<file path="src/rtl/vepw_pkg.sv">
package vepw_pkg;

  // Strobes from the control FSM to the timer datapath
  typedef struct packed {
    logic load;  // reload timer with full timeout
    logic dec;   // step timer down by one tick
  } vepwCtrlT;

  typedef enum logic {
    ST_IDLE = 1'b0,
    ST_RUN  = 1'b1
  } vepwStateT;

endpackage

</file>
<file path="src/rtl/vepw_timer_dp.sv">
module vepw_timer_dp
  import vepw_pkg::*;
#(
  parameter int TIMEOUT_TICKS = 49,
  localparam int CNT_W = $clog2(TIMEOUT_TICKS + 1)
) (
  input  logic     clk,
  input  logic     rstN,
  input  vepwCtrlT ctrl,
  output logic     lastCount,
  output logic     timerZero
);

  localparam logic [CNT_W-1:0] FULL_CNT = CNT_W'(TIMEOUT_TICKS);
  localparam logic [CNT_W-1:0] ONE_CNT  = CNT_W'(1);

  logic [CNT_W-1:0] remainCnt;
  logic [CNT_W-1:0] remainNext;

  always_comb begin
    remainNext = remainCnt;
    if (ctrl.load) begin
      remainNext = FULL_CNT;
    end else if (ctrl.dec && (remainCnt != '0)) begin
      remainNext = remainCnt - ONE_CNT;
    end
  end

  always_ff @(posedge clk or negedge rstN) begin
    if (!rstN) begin
      remainCnt <= '0;
    end else begin
      remainCnt <= remainNext;
    end
  end

  assign lastCount = (remainCnt == ONE_CNT);
  assign timerZero = (remainCnt == '0);

  // a load always leaves the full timeout behind
  p_reload_full_r3: assert property (@(posedge clk) disable iff (!rstN)
    ctrl.load |=> (remainCnt == FULL_CNT));

  // a decrement removes exactly one tick
  p_dec_step_r4: assert property (@(posedge clk) disable iff (!rstN)
    (ctrl.dec && !ctrl.load && (remainCnt != '0)) |=> (remainCnt == $past(remainCnt) - ONE_CNT));

  // with no strobe the timer holds its value
  p_hold_r4: assert property (@(posedge clk) disable iff (!rstN)
    (!ctrl.dec && !ctrl.load) |=> $stable(remainCnt));

endmodule

</file>
<file path="src/rtl/vepw_ctrl.sv">
module vepw_ctrl
  import vepw_pkg::*;
(
  input  logic     clk,
  input  logic     rstN,
  input  logic     cmdStrobe,
  input  logic     msTick,
  input  logic     lastCount,
  output vepwCtrlT ctrl,
  output logic     pulseOut,
  output logic     doneStrobe
);

  vepwStateT state;
  vepwStateT stateNext;
  logic      expire;
  logic      doneNext;

  always_comb begin
    ctrl.load = cmdStrobe;
    ctrl.dec  = (state == ST_RUN) && msTick && !cmdStrobe;
    expire    = ctrl.dec && lastCount;
    stateNext = state;
    doneNext  = 1'b0;
    if (cmdStrobe) begin
      stateNext = ST_RUN;
    end else if (expire) begin
      stateNext = ST_IDLE;
      doneNext  = 1'b1;
    end
  end

  always_ff @(posedge clk or negedge rstN) begin
    if (!rstN) begin
      state      <= ST_IDLE;
      doneStrobe <= 1'b0;
    end else begin
      state      <= stateNext;
      doneStrobe <= doneNext;
    end
  end

  assign pulseOut = (state == ST_RUN);

  // a command always leaves the output high
  p_cmd_raises_r1: assert property (@(posedge clk) disable iff (!rstN)
    cmdStrobe |=> pulseOut);

  // idle with no command stays idle
  p_idle_tick_r2: assert property (@(posedge clk) disable iff (!rstN)
    (!pulseOut && !cmdStrobe) |=> (!pulseOut && !doneStrobe));

  // the output only falls on a tick
  p_fall_on_tick_r4: assert property (@(posedge clk) disable iff (!rstN)
    (pulseOut && !msTick) |=> pulseOut);

  // done is a single-cycle strobe following a fall
  p_done_single_r6: assert property (@(posedge clk) disable iff (!rstN)
    doneStrobe |=> !doneStrobe);

  p_done_after_fall_r6: assert property (@(posedge clk) disable iff (!rstN)
    $fell(pulseOut) |-> doneStrobe);

endmodule

</file>
<file path="src/rtl/vepw_pulse_gen.sv">
module vepw_pulse_gen
  import vepw_pkg::*;
#(
  parameter int TIMEOUT_TICKS = 49
) (
  input  logic clk,
  input  logic rstN,
  input  logic msTick,
  input  logic cmdStrobe,
  output logic pulseOut,
  output logic doneStrobe
);

  vepwCtrlT ctrl;
  logic     lastCount;
  logic     timerZero;

  vepw_ctrl u_ctrl (
    .clk        (clk),
    .rstN       (rstN),
    .cmdStrobe  (cmdStrobe),
    .msTick     (msTick),
    .lastCount  (lastCount),
    .ctrl       (ctrl),
    .pulseOut   (pulseOut),
    .doneStrobe (doneStrobe)
  );

  vepw_timer_dp #(
    .TIMEOUT_TICKS (TIMEOUT_TICKS)
  ) u_timer (
    .clk       (clk),
    .rstN      (rstN),
    .ctrl      (ctrl),
    .lastCount (lastCount),
    .timerZero (timerZero)
  );

  // control state and timer contents agree
  p_pulse_matches_timer_r4: assert property (@(posedge clk) disable iff (!rstN)
    pulseOut == !timerZero);

  // a command on the expiring tick keeps the pulse alive
  p_expiry_retrig_r5: assert property (@(posedge clk) disable iff (!rstN)
    (pulseOut && lastCount && msTick && cmdStrobe) |=> (pulseOut && !doneStrobe));

endmodule

</file>
<file path="config.mk">
export PLATFORM = sky130hd
export DESIGN_NAME = vepw_pulse_gen
export DESIGN_NICKNAME = d
export VERILOG_FILES = /design/src/rtl/vepw_pkg.sv /design/src/rtl/vepw_timer_dp.sv /design/src/rtl/vepw_ctrl.sv /design/src/rtl/vepw_pulse_gen.sv
export SDC_FILE = /design/constraint.sdc
export NUM_CORES = 1
export LEC_CHECK = 0
export ABC_CLOCK_PERIOD_IN_PS = 2300
export BUFFER_PORTS_ARGS = -buffer_cell sky130_fd_sc_hd__buf_2
export CELL_PAD_IN_SITES_DETAIL_PLACEMENT = 0
export CELL_PAD_IN_SITES_GLOBAL_PLACEMENT = 1
export CORE_MARGIN = 3
export CORE_UTILIZATION = 25
export CTS_CLUSTER_SIZE = 14
export DETAILED_ROUTE_END_ITERATION = 6
export PLACE_DENSITY = 0.53
export REMOVE_ABC_BUFFERS = 1
export SLEW_MARGIN = 10
export SYNTH_ARGS = -nofsm -noshare
export SYNTH_HDL_FRONTEND = slang
export SYNTH_SLANG_ARGS = --single-unit
</file>
<file path="constraint.sdc">
create_clock -name clk -period 2.3 [get_ports clk]
set_input_delay 0.46 -clock clk [delete_from_list [all_inputs] [get_ports clk]]
set_output_delay 0.46 -clock clk [all_outputs]
set_load 0.02 [all_outputs]
</file>
==> results.tsv <==
stage	metric	value	unit
setup_path	critical path type	reg2reg	
logic_synthesis	register area share after synthesis	41.9	%
clocking	CTS max path bufs	2	
detailed_routing	Initial DRC Count	5	
setup_path	worst path cell trace	inv_1 -> ha_1 -> a2111oi_2 -> mux2_1	
placed_design	GPL Wtd Cong	0.675	
cells_and_area	Antenna Cells	0	
detailed_routing	Residual DRC	0	
power_and_ir_drop	power density cells	573	nW/um^2
logic_synthesis	Avg Cell Area, Syn	10.4	um^2
logic_synthesis	largest area contributor in the netlist	dfrtp_1	
placed_design	dpl cells	75	
flow_run	total of max-cap violations	0	
timing	Rel. slew slack	70.8	%
setup_path	FF-to-FF End	u_timer.remainCnt[3]$_DFFE_PN0P_	
setup_path	CP delay by family, top	flip-flops	
setup_path	R2R setup slack	690	ps
logic_synthesis	Async S/R FF share, synth	100	%
timing	Final setup violation count	0	
floorplan	Die Y	49.7	um
setup_path	Stages on worst setup path	4	
setup_path	crit path buf inv count	1	
detailed_routing	WL/cell	12.0	um
detailed_routing	routed metal-1 wire length	480	um
floorplan	# IOs	6	
global_route	largest net degree at the start of global routing	12	
logic_synthesis	Yosys top cell area share	41.9	%
logic_synthesis	most area-consuming cells after synthesis	dfrtp_1, ha_1, nor4_4	
cells_and_area	Synth-to-Final Area Change	15.7	%
logic_synthesis	Post-Syn Instances	46	
setup_path	reg-to-reg startpoint	u_timer.remainCnt[0]$_DFFE_PN0P_	
clocking	CTS tree	yes	
clocking	Root Buffer	clkbuf_4	
timing	Tmin final	1610	ps
setup_path	slowest cell on the critical path	dfrtp_1	
setup_path	Worst Reg-to-Reg Cells	4	
logic_synthesis	Seq cells post-synth	8	
global_route	number of global-route vias before repair	377	
global_route	overall routing resource usage	9.38	%
setup_path	Worst Path Arrival	1750	ps
placed_design	dpl ws	684	ps
detailed_routing	post-route ant nets	0	
cells_and_area	most frequent cells in the layout	dfrtp_1, nor2_1, buf_2	
clocking	H-tree depth	1	
clocking	TritonCTS Buffers	3	
timing	Worst Slack Setup Final	686	ps
detailed_routing	TritonRoute pass-1 iters	4	
detailed_routing	uppermost routed layer	met3	
setup_path	critical path startpoint category	flip-flop	
floorplan	Die ar.	2470	um^2
setup_path	critical path peak fanout	6	
clocking	clock slew seen by the registers of the worst setup and hold paths	60	ps
setup_path	Critical Path End Type	flip-flop	
clocking	TritonCTS sink count	8	
clocking	# Post-CTS Setup Buffers	0	
floorplan	Die W	49.7	um
placed_design	PortBufs	5	
timing	Tcrit/Tclk final	70.2	%
logic_synthesis	post-synthesis cell type count	22	
outcome	status	finished clean	
timing	worst-margin pin slew	434	ps
floorplan	Starting Density	27.1	%
detailed_routing	Vias/cell	4.50	
floorplan	Core Region	1760	um^2
clocking	Resize count post-CTS	0	
power_and_ir_drop	Leak	0.226	nW
cells_and_area	# fillers	191	
global_route	initial antenna violation count	0	
cells_and_area	most common cell after layout, fill and taps aside	dfrtp_1	
cells_and_area	Post-layout nets	62	
clocking	worst skew pair latency	260	ps
floorplan	Row Count	15	
logic_synthesis	top_reg_cell synth	dfrtp_1	
detailed_routing	total wire length	934	um
placed_design	Post-DP HPWL	691	um
cells_and_area	fraction of layout cells with a size suffix above 1	20.8	%
timing	Final Skew	7.59	ps
worst_hold_path	worst hold path class	in2async	
detailed_routing	met3 wire len	29	um
global_route	grt total ovfl	0	
clocking	post-cts hold buffer count	0	
timing	Hold Fails Final Rpt	0	
timing	maximum clock rate	0.620	GHz
setup_path	Required @ worst endpoint	2430	ps
detailed_routing	wire length on met2	425	um
logic_synthesis	Ys Warns	0	
setup_path	CP peak stage delay	390	ps
detailed_routing	Via Count	351	
timing	final max-slew violation count	0	
timing	RSZ-0062 raised after global routing	false	
global_route	first-pass GRT wire length	1770	um
logic_synthesis	Post-synth EDFFs	0	
timing	setup_tns	0	ps
logic_synthesis	Cell Area, Synth	478	um^2
power_and_ir_drop	VDD IR max	0.211	mV
cells_and_area	final non-filler cell total	78	
[worst max path at each step]
| stage | slack [ps] | startpoint | to |
|---|---|---|---|
| after global routing | 570 | u_timer.remainCnt[0]$_DFFE_PN0P_ | u_timer.remainCnt[3]$_DFFE_PN0P_ |
| after CTS | 670 | u_timer.remainCnt[0]$_DFFE_PN0P_ | u_timer.remainCnt[3]$_DFFE_PN0P_ |
| after floorplan | 830 | u_timer.remainCnt[0]$_DFFE_PN0P_ | u_timer.remainCnt[3]$_DFFE_PN0P_ |
| final | 690 | u_timer.remainCnt[0]$_DFFE_PN0P_ | u_timer.remainCnt[3]$_DFFE_PN0P_ |
| after global placement | 700 | u_timer.remainCnt[0]$_DFFE_PN0P_ | u_timer.remainCnt[3]$_DFFE_PN0P_ |
| after detailed placement | 680 | u_timer.remainCnt[0]$_DFFE_PN0P_ | u_timer.remainCnt[3]$_DFFE_PN0P_ |
[through the flow]
stage	total power, mW	util, %	hold slack [ps]	instance area [um^2]
after global routing	0.339	31.3	46.0	553
after floorplan	0.193	-	164	474
after global placement	0.213	30.1	323	531
final	0.317	31.3	35.6	553
after CTS	0.321	31.3	43.1	553
after detailed placement	0.211	30.1	319	531
[sequential cells by signal, indices dropped and copies added (netlist names)]
register	count
u_ctrl.doneStrobe	1
u_ctrl.pulseOut	1
u_timer.remainCnt	6
[power breakdown]
part	total (mW)	leakage (nW)	internal, mW	switching (mW)
logic	0.0503	0.121	0.0218	0.0285
registers	0.158	0.0914	0.148	0.0101
clock network	0.108	0.0138	0.0598	0.0485
[logic make-up (layout without fill, tap and decap cells)]
kind of cell | Yosys count | after routing | share of synthesized area (%)
simple gates | 19 | 19 | 24.3
flops | 8 | 8 | 41.9
compound gates | 10 | 10 | 17.0
fa+ha+maj | 3 | 3 | 7.85
mux | 3 | 3 | 6.54
buf+inv | 3 | 10 | 2.36
[cells in the mapped netlist, types with 2 or more instances]
| cell type | n |
|---|---|
| ha_1 | 3 |
| inv_1 | 2 |
| nor2b_1 | 2 |
| a21o_1 | 2 |
| nand3_1 | 3 |
| mux2i_1 | 2 |
| nor3_1 | 2 |
| a21oi_1 | 2 |
| dfrtp_1 | 8 |
| nand2_1 | 3 |
| nor2_1 | 5 |
| a211oi_1 | 2 |
[routing by layer]
layer | global-route usage [%] | up-vias
met4 | 2.76 | 0
met1 | 12.9 | 164
met5 | 0 | -
met3 | 3.63 | 0
met2 | 13.4 | 5
li1 | - | 182
[layout make-up]
cell class,instances,area [um^2],share of cell area (%)
inverters,2,7.51,1.36
multi-input cells,35,267,48.2
flip-flops and latches,8,200,36.2
well taps,25,31.3,5.66
repair buffers,5,25.0,4.52
clock buffers,3,22.5,4.07
Note: power is estimated with default switching activity, not from simulation.
